### config.mk
export PLATFORM = sky130hd
export DESIGN_NAME = irq_msg_ctrl
export DESIGN_NICKNAME = d
export VERILOG_FILES = /design/src/rtl/irq_msg_pkg.sv /design/src/rtl/irq_edge_latch.sv /design/src/rtl/irq_msg_arbiter.sv /design/src/rtl/irq_msg_fifo.sv /design/src/rtl/irq_msg_ctrl.sv
export SDC_FILE = /design/constraint.sdc
export NUM_CORES = 1
export LEC_CHECK = 0
export ABC_CLOCK_PERIOD_IN_PS = 7200
export BUFFER_PORTS_ARGS = -buffer_cell sky130_fd_sc_hd__buf_2
export CAP_MARGIN = 10
export CORE_MARGIN = 2
export CORE_UTILIZATION = 40
export CTS_BUF_LIST = sky130_fd_sc_hd__clkbuf_2 sky130_fd_sc_hd__clkbuf_4 sky130_fd_sc_hd__clkbuf_8
export DETAILED_ROUTE_END_ITERATION = 12
export PLACE_DENSITY_LB_ADDON = 0.2
export SYNTH_ARGS = -nofsm -noshare
export SYNTH_HDL_FRONTEND = slang
export SYNTH_SLANG_ARGS = --single-unit
### constraint.sdc
create_clock -name clk -period 7.2 [get_ports clk]
set_input_delay 0 -clock clk [delete_from_list [all_inputs] [get_ports clk]]
set_output_delay 0 -clock clk [all_outputs]
set_load 0.01 [all_outputs]
### src/rtl/irq_msg_pkg.sv
package irq_msg_pkg;
  localparam int REG_W = 32;
  localparam int LOW_W = 5;

  localparam logic [11:0] OFS_MADDR0 = 12'h004;
  localparam logic [11:0] OFS_VIEW0  = 12'h00C;
  localparam logic [11:0] OFS_MADDR1 = 12'h010;
  localparam logic [11:0] OFS_VIEW1  = 12'h014;
  localparam logic [11:0] OFS_MASK   = 12'h018;
  localparam logic [11:0] OFS_PEND   = 12'h01C;
  localparam logic [11:0] OFS_STEER  = 12'h024;
  localparam logic [11:0] OFS_LEVEL  = 12'h028;

  // Target address: register with its low field forced to zero
  function automatic logic [REG_W-1:0] msg_addr_of(input logic [REG_W-1:0] r);
    msg_addr_of = {r[REG_W-1:LOW_W], {LOW_W{1'b0}}};
  endfunction

  // Payload: the low field of the same register
  function automatic logic [REG_W-1:0] msg_data_of(input logic [REG_W-1:0] r);
    msg_data_of = {{(REG_W-LOW_W){1'b0}}, r[LOW_W-1:0]};
  endfunction
endpackage

### src/rtl/irq_edge_latch.sv
module irq_edge_latch #(
  parameter int NUM_SRC = 11
) (
  input  logic               clk,
  input  logic               rst_n,
  input  logic [NUM_SRC-1:0] src_lvl,
  input  logic               pend_clr,
  output logic [NUM_SRC-1:0] level_q,
  output logic [NUM_SRC-1:0] pend_q,
  output logic [NUM_SRC-1:0] rise
);
  assign rise = src_lvl & ~level_q;

  always_ff @(posedge clk) begin
    if (!rst_n) begin
      level_q <= '0;
      pend_q  <= '0;
    end else begin
      level_q <= src_lvl;
      pend_q  <= (pend_clr ? '0 : pend_q) | rise;
    end
  end

  // a detected edge always lands in pending, even against a clear
  assert_edge_sets_pend_R2: assert property (@(posedge clk) disable iff (!rst_n)
    (rise != '0) |=> ((pend_q & $past(rise)) == $past(rise)));

  // a clear with no new edge empties pending
  assert_pend_clear_R4: assert property (@(posedge clk) disable iff (!rst_n)
    (pend_clr && rise == '0) |=> (pend_q == '0));

  // pending only grows where an edge was seen
  assert_pend_grow_R11: assert property (@(posedge clk) disable iff (!rst_n)
    (rise == '0) |=> ((pend_q & ~$past(pend_q)) == '0));
endmodule

### src/rtl/irq_msg_arbiter.sv
module irq_msg_arbiter
  import irq_msg_pkg::*;
#(
  parameter int NUM_SRC = 11
) (
  input  logic               clk,
  input  logic               rst_n,
  input  logic [NUM_SRC-1:0] new_req,
  input  logic [NUM_SRC-1:0] steer,
  input  logic [REG_W-1:0]   maddr0,
  input  logic [REG_W-1:0]   maddr1,
  input  logic               slot_free,
  output logic               push,
  output logic [REG_W-1:0]   push_addr,
  output logic [REG_W-1:0]   push_data,
  output logic [NUM_SRC-1:0] grant
);
  logic [NUM_SRC-1:0] req_q;
  logic               use_one;
  logic [REG_W-1:0]   chosen;

  // lowest set bit wins
  assign grant     = slot_free ? (req_q & (~req_q + 1'b1)) : '0;
  assign push      = (grant != '0);
  assign use_one   = |(grant & steer);
  assign chosen    = use_one ? maddr1 : maddr0;
  assign push_addr = msg_addr_of(chosen);
  assign push_data = msg_data_of(chosen);

  always_ff @(posedge clk) begin
    if (!rst_n) req_q <= '0;
    else        req_q <= (req_q & ~grant) | new_req;
  end

  // one source per message
  assert_grant_onehot_R8: assert property (@(posedge clk) disable iff (!rst_n)
    $onehot0(grant));

  // no waiting source below the granted one
  assert_grant_lowest_R8: assert property (@(posedge clk) disable iff (!rst_n)
    push |-> (((grant - 1'b1) & req_q) == '0));

  // a waiting source is never dropped
  assert_req_kept_R9: assert property (@(posedge clk) disable iff (!rst_n)
    (!slot_free && req_q != '0) |=> ((req_q & $past(req_q)) == $past(req_q)));
endmodule

### src/rtl/irq_msg_fifo.sv
module irq_msg_fifo #(
  parameter int W     = 64,
  parameter int DEPTH = 4
) (
  input  logic         clk,
  input  logic         rst_n,
  input  logic         push,
  input  logic [W-1:0] push_dat,
  input  logic         pop,
  output logic [W-1:0] head,
  output logic         full,
  output logic         empty
);
  localparam int PW = (DEPTH > 1) ? $clog2(DEPTH) : 1;
  localparam int CW = PW + 1;
  localparam logic [CW-1:0] FULL_CNT = CW'(DEPTH);
  localparam logic [PW-1:0] LAST_PTR = PW'(DEPTH - 1);

  logic [W-1:0]  mem [DEPTH];
  logic [PW-1:0] wp, rp;
  logic [CW-1:0] cnt;

  assign full  = (cnt == FULL_CNT);
  assign empty = (cnt == '0);
  assign head  = mem[rp];

  always_ff @(posedge clk) begin
    if (!rst_n) begin
      wp  <= '0;
      rp  <= '0;
      cnt <= '0;
    end else begin
      if (push) wp <= (wp == LAST_PTR) ? '0 : wp + 1'b1;
      if (pop)  rp <= (rp == LAST_PTR) ? '0 : rp + 1'b1;
      cnt <= cnt + CW'(push) - CW'(pop);
    end
  end

  always_ff @(posedge clk) begin
    if (push) mem[wp] <= push_dat;
  end

  // queue is never written past capacity nor read when empty
  assert_no_overflow_R9: assert property (@(posedge clk) disable iff (!rst_n)
    push |-> !full);
  assert_no_underflow_R9: assert property (@(posedge clk) disable iff (!rst_n)
    pop |-> !empty);
endmodule

### src/rtl/irq_msg_ctrl.sv
module irq_msg_ctrl
  import irq_msg_pkg::*;
#(
  parameter int          NUM_SRC      = 11,
  parameter int          ADDR_W       = 12,
  parameter int          QDEPTH       = 4,
  parameter logic [31:0] MSG_ADDR_RST = 32'hF000_0003
) (
  input  logic               clk,
  input  logic               rst_n,
  input  logic [NUM_SRC-1:0] src_lvl,
  input  logic [ADDR_W-1:0]  reg_addr,
  input  logic               reg_rd,
  input  logic               reg_wr,
  input  logic [31:0]        reg_wdata,
  output logic [31:0]        reg_rdata,
  output logic               msg_valid,
  input  logic               msg_ready,
  output logic [31:0]        msg_addr,
  output logic [31:0]        msg_data
);
  localparam int ENT_W = 2 * REG_W;

  logic [REG_W-1:0]   maddr0_q, maddr1_q;
  logic [NUM_SRC-1:0] mask_q, steer_q;
  logic [NUM_SRC-1:0] level_q, pend_q, rise, grant;
  logic               pend_clr, push, q_full, q_empty, pop;
  logic [REG_W-1:0]   push_addr, push_data;
  logic [ENT_W-1:0]   head;

  function automatic logic hit(input logic [ADDR_W-1:0] a, input logic [11:0] ofs);
    hit = (a == ADDR_W'(ofs));
  endfunction

  assign pend_clr = (reg_rd || reg_wr) && hit(reg_addr, OFS_PEND);

  irq_edge_latch #(.NUM_SRC(NUM_SRC)) u_edge (
    .clk(clk), .rst_n(rst_n), .src_lvl(src_lvl), .pend_clr(pend_clr),
    .level_q(level_q), .pend_q(pend_q), .rise(rise)
  );

  irq_msg_arbiter #(.NUM_SRC(NUM_SRC)) u_arb (
    .clk(clk), .rst_n(rst_n), .new_req(rise & mask_q), .steer(steer_q),
    .maddr0(maddr0_q), .maddr1(maddr1_q), .slot_free(!q_full),
    .push(push), .push_addr(push_addr), .push_data(push_data), .grant(grant)
  );

  assign pop = msg_valid && msg_ready;

  irq_msg_fifo #(.W(ENT_W), .DEPTH(QDEPTH)) u_q (
    .clk(clk), .rst_n(rst_n), .push(push), .push_dat({push_addr, push_data}),
    .pop(pop), .head(head), .full(q_full), .empty(q_empty)
  );

  assign msg_valid = !q_empty;
  assign msg_addr  = head[ENT_W-1:REG_W];
  assign msg_data  = head[REG_W-1:0];

  always_ff @(posedge clk) begin
    if (!rst_n) begin
      maddr0_q <= MSG_ADDR_RST;
      maddr1_q <= MSG_ADDR_RST;
      mask_q   <= '0;
      steer_q  <= '0;
    end else if (reg_wr) begin
      if (hit(reg_addr, OFS_MADDR0)) maddr0_q <= reg_wdata;
      if (hit(reg_addr, OFS_MADDR1)) maddr1_q <= reg_wdata;
      if (hit(reg_addr, OFS_MASK))   mask_q   <= reg_wdata[NUM_SRC-1:0];
      if (hit(reg_addr, OFS_STEER))  steer_q  <= reg_wdata[NUM_SRC-1:0];
    end
  end

  always_comb begin
    reg_rdata = '0;
    if (reg_rd) begin
      if (hit(reg_addr, OFS_MADDR0)) reg_rdata = maddr0_q;
      if (hit(reg_addr, OFS_MADDR1)) reg_rdata = maddr1_q;
      if (hit(reg_addr, OFS_MASK))   reg_rdata = REG_W'(mask_q);
      if (hit(reg_addr, OFS_STEER))  reg_rdata = REG_W'(steer_q);
      if (hit(reg_addr, OFS_PEND))   reg_rdata = REG_W'(pend_q);
      if (hit(reg_addr, OFS_LEVEL))  reg_rdata = REG_W'(level_q);
      if (hit(reg_addr, OFS_VIEW0))  reg_rdata = REG_W'(level_q & mask_q & ~steer_q);
      if (hit(reg_addr, OFS_VIEW1))  reg_rdata = REG_W'(level_q & mask_q & steer_q);
    end
  end

  // a stalled message holds still
  assert_stall_hold_R9: assert property (@(posedge clk) disable iff (!rst_n)
    (msg_valid && !msg_ready) |=> (msg_valid && $stable(msg_addr) && $stable(msg_data)));

  // every message carries an address with a clear low field
  assert_addr_aligned_R6: assert property (@(posedge clk) disable iff (!rst_n)
    msg_valid |-> (msg_addr[LOW_W-1:0] == '0));

  // only masked-in sources are granted
  assert_grant_enabled_R5: assert property (@(posedge clk) disable iff (!rst_n)
    push |-> ((grant & ~mask_q & ~$past(mask_q)) == '0));
endmodule

---- Word level (Yosys, flattened, before mapping) ----
Memories as Yosys holds them, arrays and structs flattened. A register that Yosys moved wholly into a read port is not among the register bits.
Index checks and enable logic that the tools add are counted.
storage, ports and cells
  bits in registers ....................... 126
  RAM bits ................................ 128
  output and inout bits ................... 97
  word-level logic and storage cells ...... 70
  memories ................................ 1
cells by class
  add/sub/neg operators ................... 5
  equality and inequality tests ........... 11
  multiplexer cells ....................... 18
  bitwise gates (word level) .............. 14
  reductions and logical operators ........ 11
memories
  memory   depth  width  rd ports  clocked after memory_dff  wr ports  line                text
  u_q.mem  4      32     1         1                         1         irq_msg_fifo.sv:19  logic [W-1:0] mem [DEPTH];
operators with widths
  cell                                                                    number
  32-bit 2-to-1 mux                                                       10
  11-bit bitwise AND                                                      7
  12-bit by 5-bit equality test with 1-bit output, second input constant  4
  11-bit inverter                                                         3
  32-bit bitwise AND                                                      1
  11-bit inverter with 32-bit output                                      1
  12-bit by 6-bit equality test with 1-bit output, second input constant  2
  11-bit 2-to-1 mux                                                       2
  11-bit bitwise OR                                                       2
  12-bit by 3-bit equality test with 1-bit output, second input constant  1
  12-bit by 4-bit equality test with 1-bit output, second input constant  1
  11-bit by 1-bit adder with 11-bit output, second input constant         1
  11-bit nonzero test                                                     1
  11-bit OR reduction                                                     1
  2-bit 2-to-1 mux                                                        4
  2-bit AND reduction                                                     4
  2-bit by 1-bit adder with 2-bit output, second input constant           2
  2-bit equality test, second input constant                              2
  3-bit by 1-bit adder with 3-bit output                                  1
  3-bit equality test, second input constant                              1
  3-bit zero test                                                         1
  3-bit by 1-bit subtractor with 3-bit output                             1
  1-bit logical AND                                                       2
  1-bit 2-to-1 mux                                                        2
  other kinds (2)                                                         2

---- Logic depth before layout (Yosys ltp) ----
Gate-level depths: netlist of the first run.
  depth after elaboration ................. 10
  depth in mapped cells ................... 11
  gate-level depth less buffers ........... 11

---- Hierarchy ----
A second synthesis of the first run with hierarchy kept.
unflattened totals
  cell total of the unflattened synthesis .. 1248
  area total of the unflattened synthesis .. 16808.6 um^2
modules (own cells, without submodules)
  module           times used  cells each  area each (um^2)  seq. area each (um^2)
  irq_msg_fifo     1           378         9768.1            7867.5
  irq_msg_ctrl     1           645         4813.4            1721.7
  irq_msg_arbiter  1           156         1472.7            220.2
  irq_edge_latch   1           69          754.5             440.4

---- Worst setup path after synthesis of the first run ----
No wires, ideal clock.
  kind .................................... flip-flop to flip-flop
  start ................................... reg u_q.cnt[2]
  end ..................................... reg u_q.cnt[2]
  library setup time ...................... 0.115 ns
  data arrival time ....................... 2.208 ns
  required time ........................... 7.085 ns
  setup slack ............................. 4.877 ns
  cell stages (with the launch flop) ...... 12
  buffers on the path ..................... 0
  clock period less this slack ............ 2.323 ns
  cells stage by stage .................... dfxtp_1 > or3_1 > nand2_1 > inv_1 > ha_1 > inv_1 > ha_1 > inv_1 > fa_1 > xnor2_1 > xnor2_1 > and2_1
RTL lines
  what                                         line                text
  from (decl)                                  irq_msg_fifo.sv:21  logic [CW-1:0] cnt;
  from (signal assigned)                       irq_msg_fifo.sv:35  cnt <= cnt + CW'(push) - CW'(pop);
  3-bit zero test                              irq_msg_fifo.sv:24  assign empty = (cnt == '0);
  1-bit zero test                              irq_msg_ctrl.sv:55  assign msg_valid = !q_empty;
  net msg_valid                                irq_msg_ctrl.sv:17  output logic msg_valid,
  1-bit logical AND                            irq_msg_ctrl.sv:48  assign pop = msg_valid && msg_ready;
  net pop                                      irq_msg_ctrl.sv:27  logic pend_clr, push, q_full, q_empty, pop;
  3-bit by 1-bit subtractor with 3-bit output  irq_msg_fifo.sv:35
The timed path passes the listed nets, and every way through them passes these cells.
A chain may end at the register's enable or synchronous reset.

---- Worst setup path in the final report of the first run ----
  start ................................... in reg_addr[9]
  end ..................................... reg maddr0_q[29]
on the way
  word-level cells in the longest chain between the ends .. 2
ends and longest elaborated chain
  what                                             line                text
  from (decl)                                      irq_msg_ctrl.sv:12  input logic [ADDR_W-1:0] reg_addr,
  12-bit by 3-bit equality test with 1-bit output  irq_msg_ctrl.sv:32  hit = (a == ADDR_W'(ofs));
  2-bit AND reduction (no line)                    n/a
  to (signal assigned)                             irq_msg_ctrl.sv:66  if (hit(reg_addr, OFS_MADDR0)) maddr0_q <= reg_wdata;
  to (decl)                                        irq_msg_ctrl.sv:24  logic [REG_W-1:0] maddr0_q, maddr1_q;
No other way between the ends.

==> results.json, run 1 <==
{
  "grt_usage": 0.206,
  "power_w": 0.00340,
  "antenna_found_initial": 1,
  "clockRootBuffer": "clkbuf_8",
  "synth.cell_area_um2": 11700,
  "first_iter_violations": 653,
  "ioPinCount": 157,
  "worstSetupPathType": "input port to flip-flop",
  "hold_path_end": "u_edge.level_q[9]$_SDFF_PN0_",
  "tns_ns": 0,
  "switching_power_w": 0.000850,
  "hpwl_um": 20300,
  "cts_sinks": 256,
  "required_ns": 7.58,
  "rsz0062_at_grt": "false",
  "yosys_warnings": 0,
  "cts_resized": 0,
  "postCtsHoldBufs": 45,
  "powerDensity_nw_per_um2": 243,
  "dp.cells": 1540,
  "whs_path_depth": 3,
  "async_flop_share": 0,
  "start_kind": "input port",
  "place_ws_ns": 3.65,
  "fill_cells": 2678,
  "p_int_w": 0.00255,
  "outcome": "completed",
  "timing.rr.end": "u_q.mem[2][2]$_DFFE_PP_",
  "ys_ff_latch": 256,
  "ant_nets": 0,
  "rows": 62,
  "die_h_um": 175,
  "wl_met1_um": 14700,
  "ff_latch_area_um2": 6410,
  "drc": 0,
  "power_frac_seq": 0.457,
  "maxSlewHeadroom": 0.213,
  "cts_max_level": 2,
  "slew_violations": 0,
  "die-width_um": 175,
  "path_delay_family": "simple AND/OR/NAND/NOR gates",
  "crit_buf_inv": 1,
  "slowest_delay_ns": 0.99,
  "grt_max_degree": 127,
  "crit_top_cell": "nand2_1",
  "power.leakage_nw": 5.05,
  "vdd_drop_max_v": 0.000111,
  "synthFlopType": "edfxtp_1",
  "crit_slowest_cell": "nor3b_4",
  "firstDrtPassIters": 5,
  "multi_input_area_um2": 4910,
  "finalHoldViolCount": 0,
  "stdcell_count": 1665,
  "cts_tree": "built",
  "viasPerCell": 5.29,
  "grt_pass1_wl_um": 48900,
  "port_buffers": 124,
  "fmax_ghz": 0.337,
  "insertion_delay_ns": 0.57,
  "path_clk_slew_ns": 0.06,
  "area_delta_synth_final_pct": 19.0,
  "drive_gt1_frac": 0.229,
  "finalWorstSetupSlack_ns": 4.23,
  "reg2regPathDepth": 7,
  "hp-start": "src_lvl[9]",
  "finalCritPeriodShare": 0.412,
  "post_cts_buffers": 0,
  "dr_wl_met3_um": 2240,
  "clockPowerShare": 0.408,
  "synth_edf_count": 128,
  "reg2reg_slack_ns": 4.34,
  "fin_area_um2": 14000,
  "fin_crit_ns": 2.97,
  "cp_max_fo": 32,
  "p_sw_frac": 0.250,
  "hp-class": "input port to flip-flop",
  "top_layer": "met4",
  "combPwrFrac": 0.135,
  "avgSynthCellArea_um2": 10.8,
  "final_common_cell": "nand2_1",
  "cp-end-kind": "flip-flop",
  "finalWirelength_um": 32100,
  "initial_utilization": 0.408,
  "worstMarginPinSlew_ns": 1.18,
  "grt_pass1_vias": 8391,
  "fin_skew_ns": 0.0240,
  "setup_violations": 0,
  "diodes": 0,
  "core_um2": 28800,
  "clock_path_buffers": 3,
  "gp_congestion": 0.903,
  "ys_types": 55,
  "wl_met2_um": 14500,
  "max_cap_violations": 0,
  "syn_inst": 1092,
  "final_net_count": 1316,
  "ys_seq_area_frac": 0.546,
  "r2r-start": "u_arb.req_q[3]$_SDFF_PN0_",
  "final_cell_mix": "nand2_1, edfxtp_1, dfxtp_1",
  "crit_chain": "buf_2 -> or4_4 -> nor3_1 -> nor3b_4 -> nand2_1 -> nand2_1 -> nand3_1",
  "dpl_cell_area_um2": 12600,
  "critical_path_arrival_ns": 3.35,
  "die_area_um2": 30700,
  "vias": 8809,
  "cts_buffers": 44,
  "path_depth": 7,
  "post_drt_wl_per_cell_um": 19.3,
  "overflow": 0
}
[worst max path at each step]
stage,endpoint,start
after floorplan,u_q.cnt[2]$_SDFF_PN0_,u_q.cnt[2]$_SDFF_PN0_
after global placement,maddr0_q[30]$_SDFFE_PN1P_,reg_addr[9]
after detailed placement,maddr0_q[29]$_SDFFE_PN1P_,reg_addr[9]
after CTS,maddr0_q[29]$_SDFFE_PN1P_,reg_addr[9]
after global routing,maddr0_q[30]$_SDFFE_PN1P_,reg_addr[9]
final,maddr0_q[29]$_SDFFE_PN1P_,reg_addr[9]
[power groups by stage]
| stage | Sequential (W) | Clock [W] | Combinational, W |
|---|---|---|---|
| 6_report | 0.00155 | 0.00139 | 0.000459 |
| 5_1_grt | 0.00156 | 0.00148 | 0.000503 |
| 4_1_cts | 0.00156 | 0.00142 | 0.000469 |
| 3_5_place_dp | 0.00159 | 0 | 0.000449 |
| 3_3_place_gp | 0.00159 | 0 | 0.000443 |
| 2_1_floorplan | 0.00158 | 0 | 0.000309 |
[cell type report]
| type | count | area share |
|---|---|---|
| timing repair buffer | 184 | 0.0861 |
| tap | 384 | 0.0344 |
| inverter | 9 | 0.00242 |
| clock inverter | 14 | 0.00958 |
| multi-input combinational | 753 | 0.352 |
| sequential | 256 | 0.459 |
| clock buffer | 65 | 0.0573 |
[worst reg2reg max path, stage by stage, from the launching register on]
cell	delay [ns]
dfxtp_1	0.37
nor4_1	0.57
and3_1	0.24
a31o_2	0.10
o21ai_0	0.17
a21oi_4	0.20
buf_4	0.44
mux2_2	0.49
[layer usage]
| metal | up-vias | global-route usage |
|---|---|---|
| met1 | 4268 | 0.294 |
| li1 | 4173 | - |
| met4 | 0 | 0.0580 |
| met5 | - | 0 |
| met3 | 58 | 0.0394 |
| met2 | 310 | 0.319 |
[state kept, by name, indices dropped and copies added (netlist names), named ones only]
register and cells:
u_q.mem 128, u_arb.req_q 11, u_edge.pend_q 11, u_q.cnt 3, u_q.wp 2, steer_q 11, mask_q 11, maddr1_q 32
maddr0_q 32, u_q.rp 2, u_edge.level_q 11
[cell usage after synthesis (all sizes together) (7+ instances only)]
master | number | area [um2]
ha | 7 | 87.6
nor3 | 7 | 40.0
nand3 | 37 | 185
o21ai | 44 | 220
a211oi | 17 | 128
and3 | 7 | 43.8
nand2 | 208 | 781
nor2 | 36 | 135
clkbuf | 56 | 210
mux4 | 32 | 721
inv | 9 | 33.8
a22oi | 24 | 180
nor2b | 34 | 213
a21oi | 44 | 220
and2 | 21 | 131
buf | 49 | 333
mux2 | 32 | 360
nand2b | 17 | 106
dfxtp | 128 | 2560
edfxtp | 128 | 3840
a21boi | 90 | 676
[through the flow]
stage / util / hold slack, ns
floorplan: - / 0.122
global placement: 0.436 / 0.210
detailed placement: 0.436 / 0.214
CTS: 0.485 / 0.154
global route: 0.486 / 0.198
finish: 0.486 / 0.182
[cell families after synthesis]
logic type,after synthesis,share of synthesized area
compound gates,252,0.144
xor+xnor,2,0.00149
fa+ha+maj,8,0.00916
buf+inv,114,0.0491
flops,256,0.546
mux,64,0.0921
other cells,1,0.000319
simple gates,395,0.158
Power figures use the tool's default switching activity.
==> inputs of run 2 (changes only) <==
Settings changed: ABC_CLOCK_PERIOD_IN_PS 7200 to 2600.
Clock period 7.2 ns to 2.6 ns, I/O delays scaled along.
==> results.json, run 2 (synthesis gave the netlist of run 1 again) <==
{
  "outcome": "completed",
  "die-width_um": 175,
  "diodes": 0,
  "grt_pass1_vias": 8744,
  "cp_max_fo": 11,
  "final_net_count": 1344,
  "hp-class": "input port to flip-flop",
  "power.leakage_nw": 5.21,
  "post_cts_buffers": 0,
  "hpwl_um": 21600,
  "required_ns": 2.60,
  "rsz0062_at_grt": "false",
  "fin_skew_ns": 0.0261,
  "cp-end-kind": "primary output",
  "ant_nets": 0,
  "core_um2": 28800,
  "largestRegisters": "u_q.mem x128, maddr0_q x32, maddr1_q x32",
  "powerDensity_nw_per_um2": 651,
  "fill_cells": 2687,
  "tns_ns": 0,
  "path_clk_slew_ns": 0.06,
  "ff_latch_area_um2": 6410,
  "cts_buffers": 43,
  "crit_slowest_cell": "or4_4",
  "finalCritPeriodShare": 0.934,
  "setup_violations": 0,
  "cts_max_level": 2,
  "final_common_cell": "nand2_1",
  "grt_pass1_wl_um": 49500,
  "final_core_util": 0.495,
  "post_drt_wl_per_cell_um": 18.9,
  "rows": 62,
  "max_cap_violations": 0,
  "grt_max_degree": 71,
  "dp.cells": 1569,
  "stdcell_count": 1692,
  "fmax_ghz": 0.412,
  "grt_usage": 0.207,
  "clockRootBuffer": "clkbuf_8",
  "hold_ws_ns": 0.191,
  "ioPinCount": 157,
  "area_delta_synth_final_pct": 21.4,
  "power_frac_seq": 0.464,
  "worstMarginPinSlew_ns": 0.999,
  "critical_path_arrival_ns": 2.43,
  "die_h_um": 175,
  "slew_violations": 0,
  "vias": 8900,
  "combPwrFrac": 0.142,
  "p_sw_frac": 0.248,
  "finalHoldViolCount": 0,
  "viasPerCell": 5.26,
  "gp_congestion": 0.886,
  "port_buffers": 124,
  "largest_reg_flops": 128,
  "p_int_w": 0.00698,
  "worstSetupPathType": "input port to primary output",
  "final_cell_mix": "nand2_1, edfxtp_1, dfxtp_1",
  "overflow": 0,
  "first_iter_violations": 629,
  "drive_gt1_frac": 0.251,
  "cts_tree": "built",
  "insertion_delay_ns": 0.56,
  "finalWirelength_um": 31900,
  "switching_power_w": 0.00231,
  "vdd_drop_max_v": 0.000326,
  "cts_sinks": 256,
  "maxSlewHeadroom": 0.330,
  "die_area_um2": 30700,
  "antenna_found_initial": 0,
  "initial_utilization": 0.408,
  "firstDrtPassIters": 7,
  "start_kind": "input port",
  "clockPowerShare": 0.393,
  "largest_register": "u_q.mem",
  "clock_path_buffers": 3,
  "slowest_delay_ns": 0.65,
  "crit_chain": "buf_2 -> or4_4 -> or4_4 -> a211oi_1 -> o31ai_1 -> a21boi_0 -> buf_2",
  "drc": 0,
  "fin_crit_ns": 2.43,
  "multi_input_area_um2": 4930
}
[run 2: changes by cell type in the layout (fill, tap and decap cells not counted), sizes merged]
cell / delta
clkbuf: +3
buf: +28
clkinv: -3
inv: -1
dlygate4sd3: +1
bufinv: -1
[run 2: layer usage]
layer	global-route usage	routed length (um)	vias to the layer above
li1	-	-	4231
met1	0.285	14300	4338
met2	0.333	14900	272
met3	0.0364	1910	59
met4	0.0677	801	0
met5	0	0	-
[run 2: through the flow]
step	power (W)	worst slack [ns]	cell area (um2)
after floorplan	0.00524	0.277	11900
after detailed placement	0.00568	0.0617	12900
after CTS	0.00941	0.0350	14200
after global routing	0.00969	0.0454	14300
final	0.00928	0.172	14300
after global placement	0.00567	0.0689	12900
[run 2: power by group through the flow]
stage / Clock (W) / Sequential [W] / Combinational (W)
floorplan: 0 / 0.00438 / 0.000855
global placement: 0 / 0.00439 / 0.00128
detailed placement: 0 / 0.00439 / 0.00129
CTS: 0.00376 / 0.00431 / 0.00134
global route: 0.00392 / 0.00432 / 0.00145
finish: 0.00365 / 0.00431 / 0.00132
[run 2: final cells by class]
type,instances,area share
Clock inverter,9,0.00579
Multi-Input combinational cell,753,0.346
Inverter,9,0.00237
Tap cell,384,0.0337
Timing Repair Buffer,213,0.106
Sequential cell,256,0.449
Clock buffer,68,0.0564
[run 2: repair_timing]
item | CTS | global route
hold buffers | 46 | 0
gates resized for setup | 0 | 4
endpoints found under the setup margin | 0 | 4
hold endpoints to repair | 128 | 0
[run 2: path summary, 6_finish.rpt]
kind	start	slack (ns)	cells past startpoint	to
setup / recovery	reg_addr[9]	0.17	7	reg_rdata[5]
hold / removal	src_lvl[7]	0.19	3	u_edge.level_q[7]$_SDFF_PN0_
hold reg to reg	maddr0_q[19]$_SDFFE_PN0P_	0.47	2	maddr0_q[19]$_SDFFE_PN0P_
setup reg to reg	u_q.cnt[2]$_SDFF_PN0_	0.21	11	u_q.cnt[2]$_SDFF_PN0_
[run 2: worst max-delay path, delay by kind of cell]
kind | cells | cell delay [ns]
AO/OA/AOI/OAI | 3 | 0.89
AND/OR/NAND/NOR | 2 | 1.26
buffers and inverters | 2 | 0.28
==> inputs of run 3 (changes only) <==
Settings changed: ABC_CLOCK_PERIOD_IN_PS 2600 to 3000, CAP_MARGIN 10 to 20.
Clock period 2.6 ns to 3 ns, I/O delays scaled along.
==> results.json, run 3 (synthesis gave the netlist of run 1 again) <==
{
  "outcome": "completed",
  "crit_path_end": "u_q.mem[0][8]$_DFFE_PP_",
  "port_buffers": 124,
  "critical_path_arrival_ns": 2.87,
  "grt_usage": 0.213,
  "antenna_found_initial": 0,
  "cts_resized": 0,
  "hpwl_um": 21500,
  "cp-end-kind": "flip-flop",
  "clockPowerShare": 0.403,
  "start_kind": "flip-flop",
  "powerDensity_nw_per_um2": 576,
  "combPwrFrac": 0.140,
  "largest_register": "u_q.mem",
  "fmax_ghz": 0.384,
  "fin_area_um2": 14200,
  "place_ws_ns": 0.519,
  "worstSetupPathType": "flip-flop to flip-flop",
  "setup_violations": 0,
  "final_common_cell": "nand2_1",
  "clock_path_buffers": 3,
  "largest_reg_flops": 128,
  "grt_pass1_wl_um": 50900,
  "grt_max_degree": 58,
  "final_net_count": 1337,
  "dpl_cell_area_um2": 12800,
  "cts_sinks": 256,
  "insertion_delay_ns": 0.57,
  "cts_buffers": 45,
  "finalCritPeriodShare": 0.868,
  "maxSlewHeadroom": 0.418,
  "die_area_um2": 30700,
  "viasPerCell": 5.36,
  "finalWirelength_um": 33300,
  "p_sw_frac": 0.257,
  "hold_ws_ns": 0.0378,
  "tns_ns": 0,
  "fin_crit_ns": 2.60,
  "drc": 0,
  "required_ns": 3.27,
  "path_clk_slew_ns": 0.06,
  "clockRootBuffer": "clkbuf_8",
  "drive_gt1_frac": 0.243,
  "rows": 62,
  "finalWorstSetupSlack_ns": 0.397,
  "r2r-start": "u_arb.req_q[3]$_SDFF_PN0_",
  "grt_pass1_vias": 8790,
  "largestRegisters": "u_q.mem x128, maddr0_q x32, maddr1_q x32",
  "worstMarginPinSlew_ns": 0.873,
  "reg2reg_slack_ns": 0.40,
  "initial_utilization": 0.408,
  "cts_max_level": 2,
  "cp_max_fo": 32,
  "vias": 9051,
  "timing.rr.end": "u_q.mem[0][8]$_DFFE_PP_",
  "post_drt_wl_per_cell_um": 19.7,
  "die_h_um": 175,
  "switching_power_w": 0.00210,
  "crit_start": "u_arb.req_q[3]$_SDFF_PN0_",
  "ant_nets": 0,
  "hp-class": "input port to flip-flop",
  "die-width_um": 175,
  "core_um2": 28800,
  "finalHoldViolCount": 0,
  "slew_violations": 0,
  "max_cap_violations": 0,
  "area_delta_synth_final_pct": 20.7,
  "rsz0062_at_grt": "false",
  "overflow": 0,
  "vdd_drop_max_v": 0.000321,
  "power_w": 0.00817,
  "power.leakage_nw": 5.17,
  "postCtsHoldBufs": 45,
  "post_cts_buffers": 0,
  "final_cell_mix": "nand2_1, edfxtp_1, dfxtp_1",
  "p_int_w": 0.00607,
  "diodes": 0,
  "gp_congestion": 0.903,
  "firstDrtPassIters": 5,
  "ioPinCount": 157,
  "reg2regPathDepth": 7,
  "fin_skew_ns": 0.0390,
  "power_frac_seq": 0.457,
  "first_iter_violations": 689,
  "cts_tree": "built"
}
-- run 3: cell count changes in the layout (fill, tap and decap cells not counted), sizes merged --
cell / change
buf: -8
clkinv: +7
clkbuf: -1
clkinvlp: +1
dlygate4sd3: -1
-- run 3: worst min-delay path by stage --
stage	cells past startpoint	endpoint	start	slack (ns)
after detailed placement	2	u_edge.level_q[8]$_SDFF_PN0_	src_lvl[8]	0.22
after global placement	2	u_edge.level_q[8]$_SDFF_PN0_	src_lvl[8]	0.21
after global routing	2	maddr0_q[31]$_SDFFE_PN1P_	rst_n	0.07
after CTS	2	maddr0_q[31]$_SDFFE_PN1P_	rst_n	0.01
final	2	maddr0_q[31]$_SDFFE_PN1P_	rst_n	0.04
after floorplan	1	u_edge.level_q[0]$_SDFF_PN0_	src_lvl[0]	0.12
-- run 3: worst max-delay path, stage by stage, from the launching register on --
cell and delay [ns]:
dfxtp_1 0.36, nor4_1 0.57, and3_1 0.24, a31o_2 0.09, o21ai_0 0.13, a21oi_4 0.22, buf_12 0.26, mux2_2 0.41
-- run 3: per-layer routing --
layer	global-route usage	wire length, um	vias to the layer above
met5	0	0	-
met4	0.0642	771	0
met3	0.0413	2170	55
met2	0.334	15200	327
met1	0.301	15100	4454
li1	-	-	4215
-- run 3: final cells by class --
| class | count | area (um2) |
|---|---|---|
| sequential | 256 | 6410 |
| fill | 2686 | 14600 |
| timing repair buffer | 204 | 1410 |
| tap | 384 | 480 |
| multi-input combinational | 753 | 4910 |
| clock buffer | 67 | 810 |
| inverter | 9 | 33.8 |
| clock inverter | 17 | 124 |
-- run 3: power groups by stage --
stage | clock [W] | sequential (W) | combinational (W)
after CTS | 0.00336 | 0.00373 | 0.00116
after global routing | 0.00351 | 0.00374 | 0.00126
after detailed placement | 0 | 0.00380 | 0.00111
final | 0.00329 | 0.00373 | 0.00114
after global placement | 0 | 0.00381 | 0.00111
after floorplan | 0 | 0.00380 | 0.000741
-- run 3: metrics by stage --
stage | util | instances
after floorplan | - | 1123
after detailed placement | 0.444 | 1561
after global routing | 0.492 | 1690
after global placement | 0.444 | 1561
after CTS | 0.492 | 1690
final | 0.492 | 1690
